[src/rtl/selftest_pkg.sv]
package selftest_pkg;

    typedef enum logic [1:0] {
        ST_IDLE  = 2'd0,
        ST_RUN   = 2'd1,
        ST_DRAIN = 2'd2,
        ST_DONE  = 2'd3
    } phase_e;

    typedef struct packed {
        logic load;   // reseed stimulus generator
        logic step;   // advance stimulus generator
        logic clr;    // clear both signatures
        logic cap;    // fold current responses into signatures
    } seq_ctl_t;

    function automatic logic phase_busy(phase_e p);
        return (p == ST_RUN) || (p == ST_DRAIN);
    endfunction

endpackage

[src/rtl/st_lfsr.sv]
module st_lfsr #(
    parameter int             W    = 16,
    parameter logic [W-1:0]   TAPS = 16'hB400,
    parameter logic [W-1:0]   SEED = 16'hACE1
) (
    input  logic         clk,
    input  logic         rst,
    input  logic         load,
    input  logic         step,
    output logic [W-1:0] state
);

    logic [W-1:0] nxt;

    always_comb begin
        nxt = state >> 1;
        if (state[0]) nxt = nxt ^ TAPS;
    end

    always_ff @(posedge clk) begin
        if (rst)       state <= SEED;
        else if (load) state <= SEED;
        else if (step) state <= nxt;
    end

    p_seed_load_r2: assert property (@(posedge clk) disable iff (rst)
        load |=> state == SEED);

    p_hold_idle_r3: assert property (@(posedge clk) disable iff (rst)
        (!load && !step) |=> $stable(state));

    p_never_zero_r3: assert property (@(posedge clk) disable iff (rst)
        state != '0);

endmodule

[src/rtl/st_misr.sv]
module st_misr #(
    parameter int           W    = 16,
    parameter logic [W-1:0] POLY = 16'h1021
) (
    input  logic         clk,
    input  logic         rst,
    input  logic         clr,
    input  logic         cap,
    input  logic [W-1:0] resp,
    output logic [W-1:0] sig
);

    logic [W-1:0] folded;

    always_comb begin
        folded = {sig[W-2:0], 1'b0} ^ resp;
        if (sig[W-1]) folded = folded ^ POLY;
    end

    always_ff @(posedge clk) begin
        if (rst || clr) sig <= '0;
        else if (cap)   sig <= folded;
    end

    p_clear_zero_r4: assert property (@(posedge clk) disable iff (rst)
        clr |=> sig == '0);

    p_hold_no_cap_r4: assert property (@(posedge clk) disable iff (rst)
        (!clr && !cap) |=> $stable(sig));

endmodule

[src/rtl/st_window.sv]
module st_window
    import selftest_pkg::*;
#(
    parameter int CNT_W = 16,
    parameter int LAT   = 3
) (
    input  logic             clk,
    input  logic             rst,
    input  logic             start,
    input  logic [CNT_W-1:0] win_len,
    input  logic             sig_match,
    output seq_ctl_t         ctl,
    output logic             done,
    output logic             pass
);

    phase_e           phase;
    logic [CNT_W-1:0] remain;
    logic [LAT-1:0]   vpipe;
    logic             accept;
    logic             active;

    assign accept = start && !phase_busy(phase);
    assign active = (phase == ST_RUN);

    always_comb begin
        ctl.load = accept;
        ctl.clr  = accept;
        ctl.step = active;
        ctl.cap  = vpipe[LAT-1];
    end

    generate
        if (LAT == 1) begin : g_vp1
            always_ff @(posedge clk) begin
                if (rst) vpipe <= '0;
                else     vpipe <= active;
            end
        end else begin : g_vpn
            always_ff @(posedge clk) begin
                if (rst) vpipe <= '0;
                else     vpipe <= {vpipe[LAT-2:0], active};
            end
        end
    endgenerate

    always_ff @(posedge clk) begin
        if (rst) begin
            phase  <= ST_IDLE;
            remain <= '0;
            pass   <= 1'b0;
        end else if (accept) begin
            remain <= win_len;
            pass   <= 1'b0;
            phase  <= (win_len == '0) ? ST_DRAIN : ST_RUN;
        end else begin
            case (phase)
                ST_RUN: begin
                    remain <= remain - 1'b1;
                    if (remain == {{(CNT_W-1){1'b0}}, 1'b1}) phase <= ST_DRAIN;
                end
                ST_DRAIN: begin
                    if (vpipe == '0) begin
                        phase <= ST_DONE;
                        pass  <= sig_match;
                    end
                end
                default: ;
            endcase
        end
    end

    assign done = (phase == ST_DONE);

    p_pass_needs_done_r6: assert property (@(posedge clk) disable iff (rst)
        pass |-> done);

    p_start_clears_r6: assert property (@(posedge clk) disable iff (rst)
        accept |=> (!done && !pass));

    p_busy_start_ignored_r7: assert property (@(posedge clk) disable iff (rst)
        (active && start) |=> remain == $past(remain) - 1'b1);

    p_cap_inside_test_r4: assert property (@(posedge clk) disable iff (rst)
        ctl.cap |-> phase_busy(phase));

    p_done_held_r6: assert property (@(posedge clk) disable iff (rst)
        (done && !start) |=> (done && $stable(pass)));

endmodule

[src/rtl/dual_sig_check.sv]
module dual_sig_check
    import selftest_pkg::*;
#(
    parameter int                STIM_W    = 16,
    parameter int                RESP_W    = 16,
    parameter int                CNT_W     = 16,
    parameter int                LAT       = 3,
    parameter logic [STIM_W-1:0] LFSR_TAPS = 16'hB400,
    parameter logic [STIM_W-1:0] LFSR_SEED = 16'hACE1,
    parameter logic [RESP_W-1:0] MISR_POLY = 16'h1021
) (
    input  logic              clk,
    input  logic              rst,
    input  logic              start,
    input  logic [CNT_W-1:0]  win_len,
    output logic [STIM_W-1:0] stim,
    input  logic [RESP_W-1:0] ref_resp,
    input  logic [RESP_W-1:0] dut_resp,
    output logic              done,
    output logic              pass
);

    localparam int NCOPY = 2;

    seq_ctl_t          ctl;
    logic [RESP_W-1:0] resp_arr [NCOPY];
    logic [RESP_W-1:0] sig_arr  [NCOPY];
    logic              sig_match;

    assign resp_arr[0] = ref_resp;
    assign resp_arr[1] = dut_resp;
    assign sig_match   = (sig_arr[0] == sig_arr[1]);

    st_window #(.CNT_W(CNT_W), .LAT(LAT)) u_win (
        .clk(clk), .rst(rst), .start(start), .win_len(win_len),
        .sig_match(sig_match), .ctl(ctl), .done(done), .pass(pass)
    );

    st_lfsr #(.W(STIM_W), .TAPS(LFSR_TAPS), .SEED(LFSR_SEED)) u_gen (
        .clk(clk), .rst(rst), .load(ctl.load), .step(ctl.step), .state(stim)
    );

    generate
        for (genvar g = 0; g < NCOPY; g++) begin : g_sig
            st_misr #(.W(RESP_W), .POLY(MISR_POLY)) u_misr (
                .clk(clk), .rst(rst), .clr(ctl.clr), .cap(ctl.cap),
                .resp(resp_arr[g]), .sig(sig_arr[g])
            );
        end
    endgenerate

endmodule

[config.mk]
export PLATFORM = sky130hd
export DESIGN_NAME = dual_sig_check
export DESIGN_NICKNAME = d
export VERILOG_FILES = /design/src/rtl/selftest_pkg.sv /design/src/rtl/st_lfsr.sv /design/src/rtl/st_misr.sv /design/src/rtl/st_window.sv /design/src/rtl/dual_sig_check.sv
export SDC_FILE = /design/constraint.sdc
export NUM_CORES = 1
export LEC_CHECK = 0
export ABC_AREA = 1
export BUFFER_PORTS_ARGS = -buffer_cell sky130_fd_sc_hd__buf_2
export CAP_MARGIN = 40
export CORE_ASPECT_RATIO = 0.7
export CORE_MARGIN = 2
export CORE_UTILIZATION = 40
export DETAILED_ROUTE_END_ITERATION = 10
export GPL_ROUTABILITY_DRIVEN = 0
export PLACE_DENSITY_LB_ADDON = 0.08
export SLEW_MARGIN = 10
export SYNTH_ARGS = -nofsm -noshare
export SYNTH_HDL_FRONTEND = slang
export SYNTH_SLANG_ARGS = --single-unit
[constraint.sdc]
create_clock -name clk -period 3.8 [get_ports clk]
set_input_delay 0.57 -clock clk [delete_from_list [all_inputs] [get_ports clk]]
set_output_delay 0.57 -clock clk [all_outputs]
set_load 0.05 [all_outputs]
; ---- After elaboration in Yosys (flattened, before gate mapping)
; Index checks and enable logic that the tools add are counted.
[totals]
regBits = 70
elab_cells = 41
[op_classes]
n_addsub = 1
n_eq_ne = 7
mux = 10
bitwise_logic = 5
reduce_logical = 11
[op_table]
columns = op, n
row1 = two-way mux 16 bit, 3
row2 = bitwise XOR 16 bit, 2
row3 = two-way mux 13 bit, 2
row4 = "equality test 16 x 1 -> 1 bit, second input constant", 1
row5 = equality test 16 bit, 1
row6 = zero test 16 bit, 1
row7 = "subtractor 16 x 1 -> 16 bit, second input constant", 1
row8 = two-way mux 2 bit, 4
row9 = "inequality test 3 x 2 -> 1 bit, second input constant", 2
row10 = inverter 3 bit, 2
row11 = "equality test 2 bit, second input constant", 2
row12 = inverter 3 -> 4 bit, 1
row13 = case mux 2 bit (2 select lines), 1
row14 = zero test 3 bit, 1
row15 = AND reduction 3 bit, 1
row16 = nonzero test 3 bit, 1
row17 = "equality test 2 x 1 -> 1 bit, second input constant", 1
row18 = logical OR 1 bit, 2
row19 = AND reduction 2 bit, 1
row20 = nonzero test 2 bit, 1
row21 = OR reduction 2 bit, 1
row22 = logical AND 1 bit, 1
row23 = zero test 1 bit, 1

; ---- Depth between registers and ports, before layout
; Gate-level depths: netlist (run 1).
[logic_depth]
word_depth = 6
depth_mapped = 10

; ---- Hierarchy
; A second synthesis (run 1) with hierarchy kept.
[hier_totals]
cells_unflattened = 630
area_unflattened_um2 = 4189.0
[by_module_without_submodules]
columns = mod, n_inst, cells_per_inst, area_each_um2
row1 = st_misr, 2, 117, 829.5
row2 = st_window, 1, 250, 1516.5
row3 = st_lfsr, 1, 95, 767.0
row4 = dual_sig_check, 1, 51, 246.5

; ---- Worst setup path after synthesis (run 1)
; OpenSTA, ideal clock, no wires.
[synth_path]
path_kind = reg-to-reg
from = reg u_win.phase[0]
to = reg g_sig[1].u_misr.sig[2]
setup_ps = 57
arrival_ps = 1406
setup_slack_ps = 2337
stages_incl_launch_ff = 11
path_buffers = 1
cell_sequence = dfxtp_1 > inv_1 > ha_1 > nand2_2 > inv_4 > nor2_8 > inv_2 > buf_2 > nor2_1 > o21ai_0 > inv_1
[synth_via]
elab_chain_len = 5
[synth_rtl]
columns = element, line
row1 = start: declaration, st_window.sv:17  ; phase_e phase;
row2 = start signal: assignment, st_window.sv:55  ; phase <= (win_len == '0) ? ST_DRAIN : ST_RUN;
row3 = equality test 2 x 1 -> 1 bit / equality test 2 bit (equally long branches), selftest_pkg.sv:18  ; return (p == ST_RUN) || (p == ST_DRAIN);
row4 = logical OR 1 bit (*), selftest_pkg.sv:18
row5 = zero test 1 bit (*), st_window.sv:23  ; assign accept = start && !phase_busy(phase);
row6 = logical AND 1 bit (*), st_window.sv:23
row7 = logical OR 1 bit (*), st_misr.sv:21  ; if (rst || clr) sig <= '0;
row8 = end signal: assignment, st_misr.sv:22  ; else if (cap) sig <= folded;
row9 = end: declaration, st_misr.sv:10  ; output logic [W-1:0] sig
; Every way passes the cells marked *; elsewhere a longest branch is shown, timed or not.
; A chain may end at the register's enable or synchronous reset.

; ---- Final worst setup path (run 1)
[layout_path]
from = reg u_win.phase[1]
to = reg u_win.remain[5]
[layout_via]
elab_chain_len = 5
[layout_rtl]
columns = element, line
row1 = equality test 2 x 1 -> 1 bit (*), n/a
row2 = via u_gen.step, st_lfsr.sv:9  ; input logic step,
row3 = logical OR 1 bit, selftest_pkg.sv:18
row4 = zero test 1 bit, st_window.sv:23
row5 = logical AND 1 bit, st_window.sv:23
row6 = two-way mux 16 bit / nonzero test 2 bit (equally long branches), n/a
row7 = end signal: assignment, st_window.sv:53  ; remain <= win_len;
row8 = end signal: assignment, st_window.sv:59  ; remain <= remain - 1'b1;
row9 = end: declaration, st_window.sv:18  ; logic [CNT_W-1:0] remain;
; The timed path passes the listed nets; every way through them passes the cells marked *.

==> flow_metrics.env, run 1 <==
export IMPL_ys_flop_type="dfxtp_1"
export IMPL_first_pass_iters=5
export IMPL_p_per_area_nw_per_um2=649.0
export IMPL_grt_util_all_layers_pct=18.48
export IMPL_synth_top_area_cell="dfxtp_1"
export IMPL_maxCapViolations=0
export IMPL_final_layout_size_suffix_gt1_share_pct=16.54
export IMPL_yosysWarnings=0
export IMPL_cts_hold_buf=0
export IMPL_yosysSeqAreaShare_pct=35.66
export IMPL_syn_inst=582
export IMPL_initial_core_util_pct=40.90
export IMPL_p_leak_nw=2.377
export IMPL_antennaDiodeCount=0
export IMPL_htreeDepth=3
export IMPL_overflow=0
export IMPL_synth_edff_count=0
export IMPL_vias_per_cell=4.674
export IMPL_path_buf_inv=3
export IMPL_r2r_cells=8
export IMPL_wl_per_cell_um=12.34
export IMPL_syn_area_um2=3930
export IMPL_status="finished clean"
export IMPL_yosysMostFrequentCell="nand2_1"
export IMPL_fmax_ghz=0.4014
export IMPL_worstHoldPathType="flip-flop to flip-flop"
export IMPL_synth_fp_nets=638
export IMPL_avgSynthCellArea_um2=6.753
export IMPL_endpoint="u_win.remain[5]"
export IMPL_fin_skew_ns=0.005305
export IMPL_reg2reg_slack_ns=1.31
export IMPL_cts_setup_buffers=0
export IMPL_arrival_ns=2.75
export IMPL_path_depth=8
export IMPL_drt_iter0_drc=240
export IMPL_antenna_found_initial=0
export IMPL_root_buffer="clkbuf_16"
export IMPL_clock_sinks=70
export IMPL_relSlewSlack_pct=51.14
export IMPL_dieArea_um2=10650
export IMPL_cp_required_ns=4.06
export IMPL_hpwl_um=6994
export IMPL_grt_pass1_wl_um=15090
export IMPL_io_buffer_count=68
export IMPL_layout_nets=686
export IMPL_rsz0062_at_grt="no"
export IMPL_finalMaxSlewViolations=0
export IMPL_chipWidth_um=122.5
export IMPL_synth_cell_type_count=28
export IMPL_dpl_cell_area_um2=4250
export IMPL_clkTransAtPathRegs_ns=0.06
export IMPL_setup_viol=0
export IMPL_ir_worst_vdd_v=0.0002872
export IMPL_critPathLaunchType="flip-flop"
export IMPL_ys_seq_elements=70
export IMPL_path_cells="inv_1 > ha_1 > inv_2 > nor2_2 > inv_1 > a21oi_1 > o21ai_0 > a21oi_1"
export IMPL_reg2reg_to="u_win.remain[5]"
export IMPL_endpoint_kind="flip-flop"
export IMPL_synth_common_cells="nand2_1, inv_1, dfxtp_1, nor2_1, a21oi_1"
export IMPL_num_rows=30
export IMPL_path_max_fanout=23
export IMPL_async_reset_ff_share_pct=0
export IMPL_slowest_stage="ha_1"
export IMPL_fp_coreArea_um2=9609
export IMPL_fin_crit_ns=2.491
export IMPL_crit_start="u_win.phase[1]"
export IMPL_worst_slew_pin_slew_ns=0.7318
export IMPL_totalWireLength_um=9415
export IMPL_io_pin_count=69
export IMPL_clkLatencyLatePin_ns=0.33
export IMPL_r2r_start="u_win.phase[1]"
export IMPL_synthTopCellsByArea="dfxtp_1, nand2_1, inv_1, xor2_1, a21oi_1"
export IMPL_grt_pass1_vias=3063
export IMPL_drtAntennaViolNets=0
export IMPL_cts_resized=0
export IMPL_max_stage_delay_ns=0.60
export IMPL_crit_type="flip-flop to flip-flop"
export IMPL_area_delta_synth_final_pct=16.40
export IMPL_dieHeight_um=86.93
export IMPL_fin_crit_sh_pct=65.55
export IMPL_vias=3566
export IMPL_tns_ns=0
export IMPL_cts_tree="done"
export IMPL_finalHoldViolations=0
export IMPL_clock_path_buffers=2
export IMPL_cts_made_buffers=9
export IMPL_fin_area_um2=4574
export IMPL_drcViolationCount=0
export IMPL_cp_top_family="adder cells"
export IMPL_grt_max_degree=42
export IMPL_synth_top_area_share_pct=35.66
where the power goes:
part           internal, mW  leakage [nW]  switching (mW)
Sequential            0.848         0.569           0.115
Combinational         0.346          1.65           0.754
Clock                 0.590         0.154           0.316
Total                  1.78          2.38            1.19
placed cells by master, fill, tap and decap left out, drive strengths merged:
| cell | n |
|---|---|
| inv | 105 |
| a21oi | 50 |
| xor2 | 35 |
| clkinv | 2 |
| ha | 5 |
| a22oi | 1 |
| a31oi | 1 |
| nand4 | 5 |
| xnor2 | 6 |
| nand3 | 31 |
| o21ai | 47 |
| clkbuf | 10 |
| clkinvlp | 2 |
| bufinv | 2 |
| o22ai | 4 |
| o211ai | 2 |
| buf | 69 |
| nor2 | 64 |
| dfxtp | 70 |
| nand2 | 124 |
area by class of cell:
cell class	count	area (um2)
Clock buffer	10	239.0
Clock inverter	6	85.08
Fill cell	1031	5035
Inverter	105	396.6
Multi-Input combinational cell	375	1924
Sequential cell	70	1401
Tap cell	128	160.2
Timing Repair Buffer	69	367.9
sequential cells by signal (all words and copies together), names as in the netlist:
signal and flops:
u_gen.state 16, u_win.phase 2, u_win.vpipe 3, u_win.remain 16, u_win.pass 1, g_sig.u_misr.sig 32
through the flow:
step | total power [mW] | utilization (%) | hold WS (ns) | worst slack (ns) | cells
floorplan | 1.871 | - | 0.4297 | 2.337 | 582
global placement | 2.056 | 43.95 | 0.4381 | 1.487 | 746
detailed placement | 2.071 | 44.23 | 0.4455 | 1.375 | 747
CTS | 2.990 | 47.60 | 0.4536 | 1.341 | 763
global route | 3.171 | 47.60 | 0.4735 | 1.050 | 763
finish | 2.969 | 47.60 | 0.4510 | 1.309 | 763
per-layer routing:
layer | global-route usage (%) | vias up | wire, um
li1 | - | 1878 | -
met1 | 28.86 | 1584 | 5044
met2 | 24.65 | 100 | 3660
met3 | 4.974 | 4 | 640
met4 | 4.389 | 0 | 70
met5 | 0 | - | 0
kinds of logic after synthesis:
group	count (synthesis)	share of synthesized area [%]
simple gates	224	24.51
buf+inv	137	15.38
compound gates	105	13.72
flops	70	35.66
xor+xnor	41	9.137
fa+ha+maj	5	1.592
worst min-delay path: stages (launching register included):
cell,delay (ns)
dfxtp_1,0.29
inv_1,0.07
nor2_1,0.04
worst min-delay path by stage:
stage                        start        endpoint  slack (ns)  cells past startpoint
detailed placement  u_win.vpipe[1]  u_win.vpipe[2]        0.45                      2
global route        u_win.vpipe[0]  u_win.vpipe[1]        0.47                      2
global placement    u_win.vpipe[0]  u_win.vpipe[1]        0.44                      2
finish              u_win.vpipe[0]  u_win.vpipe[1]        0.45                      2
floorplan           u_win.vpipe[0]  u_win.vpipe[1]        0.43                      2
CTS                 u_win.vpipe[1]  u_win.vpipe[2]        0.45                      2
Power figures use the tool's default switching activity.
==> inputs of run 2 (changes only) <==
==> constraint.sdc (replaced) <==
create_clock -name clk -period 2 [get_ports clk]
set_input_delay 0.3 -clock clk [delete_from_list [all_inputs] [get_ports clk]]
set_output_delay 0.3 -clock clk [all_outputs]
set_load 0.05 [all_outputs]
==> run 2 against run 1 <==
Utilization decreased by 0.10 points. Cell area decreased by 0.22%. Die area did not move. Critical endpoint unchanged. Combinational power up 97%. Via count shrank 2.2%. Global-route usage decreased by 0.20 points. Clock skew down 0.0019 ns. Hold slack lost 0.18 ns.
==> flow_metrics.env, run 2 (synthesized netlist as in run 1, its figures left out) <==
export IMPL_first_pass_iters=4
export IMPL_crit_type="flip-flop to flip-flop"
export IMPL_antennaDiodeCount=0
export IMPL_endpoint="u_win.remain[5]"
export IMPL_maxCapViolations=0
export IMPL_area_delta_synth_final_pct=16.14
export IMPL_drt_iter0_drc=269
export IMPL_dieArea_um2=10650
export IMPL_grt_max_degree=61
export IMPL_finalMaxSlewViolations=0
export IMPL_vias=3487
export IMPL_fmax_ghz=0.5494
export IMPL_htreeDepth=3
export IMPL_hpwl_um=6844
export IMPL_final_cell_mix="nand2_1, inv_1, dfxtp_1, buf_2, nor2_1"
export IMPL_chipWidth_um=122.5
export IMPL_switching_share_pct=41.40
export IMPL_final_util_pct=47.50
export IMPL_cts_setup_buffers=0
export IMPL_clkPwrFrac_pct=26.1
export IMPL_tns_ns=0
export IMPL_power_mw=5.420
export IMPL_status="finished clean"
export IMPL_layout_nets=693
export IMPL_vias_per_cell=4.540
export IMPL_cts_hold_buf=0
export IMPL_p_leak_nw=2.386
export IMPL_largest_reg_flops=32
export IMPL_root_buffer="clkbuf_16"
export IMPL_io_pin_count=69
export IMPL_r2r_cells=10
export IMPL_num_rows=30
export IMPL_grt_pass1_wl_um=14990
export IMPL_wl_per_cell_um=12.07
export IMPL_cts_resized=0
export IMPL_fin_skew_ns=0.003376
export IMPL_grt_busiest_layer="met1"
export IMPL_fp_coreArea_um2=9609
export IMPL_crit_start="u_win.phase[0]"
export IMPL_ir_worst_vdd_v=0.0004337
export IMPL_relSlewSlack_pct=82.63
export IMPL_dieHeight_um=86.93
export IMPL_reg2reg_slack_ns=0.18
export IMPL_endpoint_kind="flip-flop"
export IMPL_reg2reg_to="u_win.remain[5]"
export IMPL_power_switching_mw=2.244
export IMPL_use_met2_pct=23.84
export IMPL_initial_core_util_pct=40.90
export IMPL_grtUsageMet1_pct=28.83
export IMPL_fin_crit_ns=1.820
export IMPL_drtAntennaViolNets=0
export IMPL_dpl_worst_slack_ns=0.2100
export IMPL_grt_pass1_vias=3051
export IMPL_cts_tree="done"
export IMPL_overflow=0
export IMPL_setup_slack_ns=0.1798
export IMPL_critPathLaunchType="flip-flop"
export IMPL_finalHoldViolations=0
export IMPL_clock_sinks=70
export IMPL_r2r_start="u_win.phase[0]"
export IMPL_arrival_ns=2.09
export IMPL_antenna_found_initial=0
export IMPL_place_inst=754
export IMPL_layout_commonest_cell="nand2_1"
export IMPL_setup_viol=0
export IMPL_reg_top3="g_sig.u_misr.sig x32, u_gen.state x16, u_win.remain x16"
export IMPL_clock_path_buffers=2
export IMPL_worstHoldPathType="input pin to flip-flop"
export IMPL_grt_util_all_layers_pct=18.28
export IMPL_io_buffer_count=68
export IMPL_clkLatencyLatePin_ns=0.33
export IMPL_fin_crit_sh_pct=91.01
export IMPL_rsz0062_at_grt="no"
export IMPL_p_comb_share_pct=40.1
export IMPL_pwr_share_seq_pct=33.7
export IMPL_totalWireLength_um=9271
export IMPL_grt_use_met3_pct=4.712
export IMPL_worst_slew_pin_slew_ns=0.2603
export IMPL_p_per_area_nw_per_um2=1187
export IMPL_final_layout_size_suffix_gt1_share_pct=16.88
export IMPL_p_int_mw=3.176
export IMPL_cp_required_ns=2.27
export IMPL_clkTransAtPathRegs_ns=0.05
export IMPL_path_max_fanout=16
export IMPL_finalNonFillerCells=768
export IMPL_cts_made_buffers=9
export IMPL_drcViolationCount=0
export IMPL_largest_register="g_sig.u_misr.sig"
[run 2: area by class of cell]
class,instances,area (um2)
multi-input combinational,375,1924
timing repair buffer,76,425.4
clock buffer,12,246.5
inverter,105,396.6
tap,128,160.2
clock inverter,2,10.01
sequential,70,1401
fill,1024,5045
[run 2: worst max-delay path, stage by stage, from the launching register on]
cell and delay [ns]:
dfxtp_1 0.36, inv_1 0.07, ha_1 0.32, nand2_2 0.10, inv_4 0.10, nor2_2 0.20
buf_4 0.21, inv_1 0.08, a21oi_1 0.11, o21ai_0 0.09, a21oi_1 0.11
[run 2: metrics by stage]
stage	instance area, um2	hold slack (ns)
2_1_floorplan	3930	0.4297
3_3_place_gp	4308	0.4384
3_5_place_dp	4308	0.4436
4_1_cts	4564	0.2574
5_1_grt	4564	0.2822
6_report	4564	0.2688
[run 2: metal layers]
metal,share of wire [%],vias up
li1,-,1893
met1,56,1499
met2,37,84
met3,6.2,11
met4,1.2,0
met5,0,-
[run 2: how the worst min path moves through the flow]
stage / cells past startpoint / startpoint / slack [ns] / endpoint
after detailed placement: 2 / u_win.vpipe[1] / 0.44 / u_win.vpipe[2]
final: 3 / win_len[3] / 0.27 / u_win.remain[3]
after floorplan: 2 / u_win.vpipe[0] / 0.43 / u_win.vpipe[1]
after global placement: 2 / u_win.vpipe[1] / 0.44 / u_win.vpipe[2]
after CTS: 3 / win_len[3] / 0.26 / u_win.remain[3]
after global routing: 3 / rst / 0.28 / u_gen.state[15]
[run 2: power by group through the flow]
stage / Combinational, mW / Clock [mW] / Sequential (mW)
3_5_place_dp: 2.15 / 0 / 1.86
4_1_cts: 2.16 / 1.46 / 1.83
2_1_floorplan: 1.69 / 0 / 1.87
5_1_grt: 2.43 / 1.51 / 1.86
3_3_place_gp: 2.13 / 0 / 1.85
6_report: 2.17 / 1.42 / 1.83
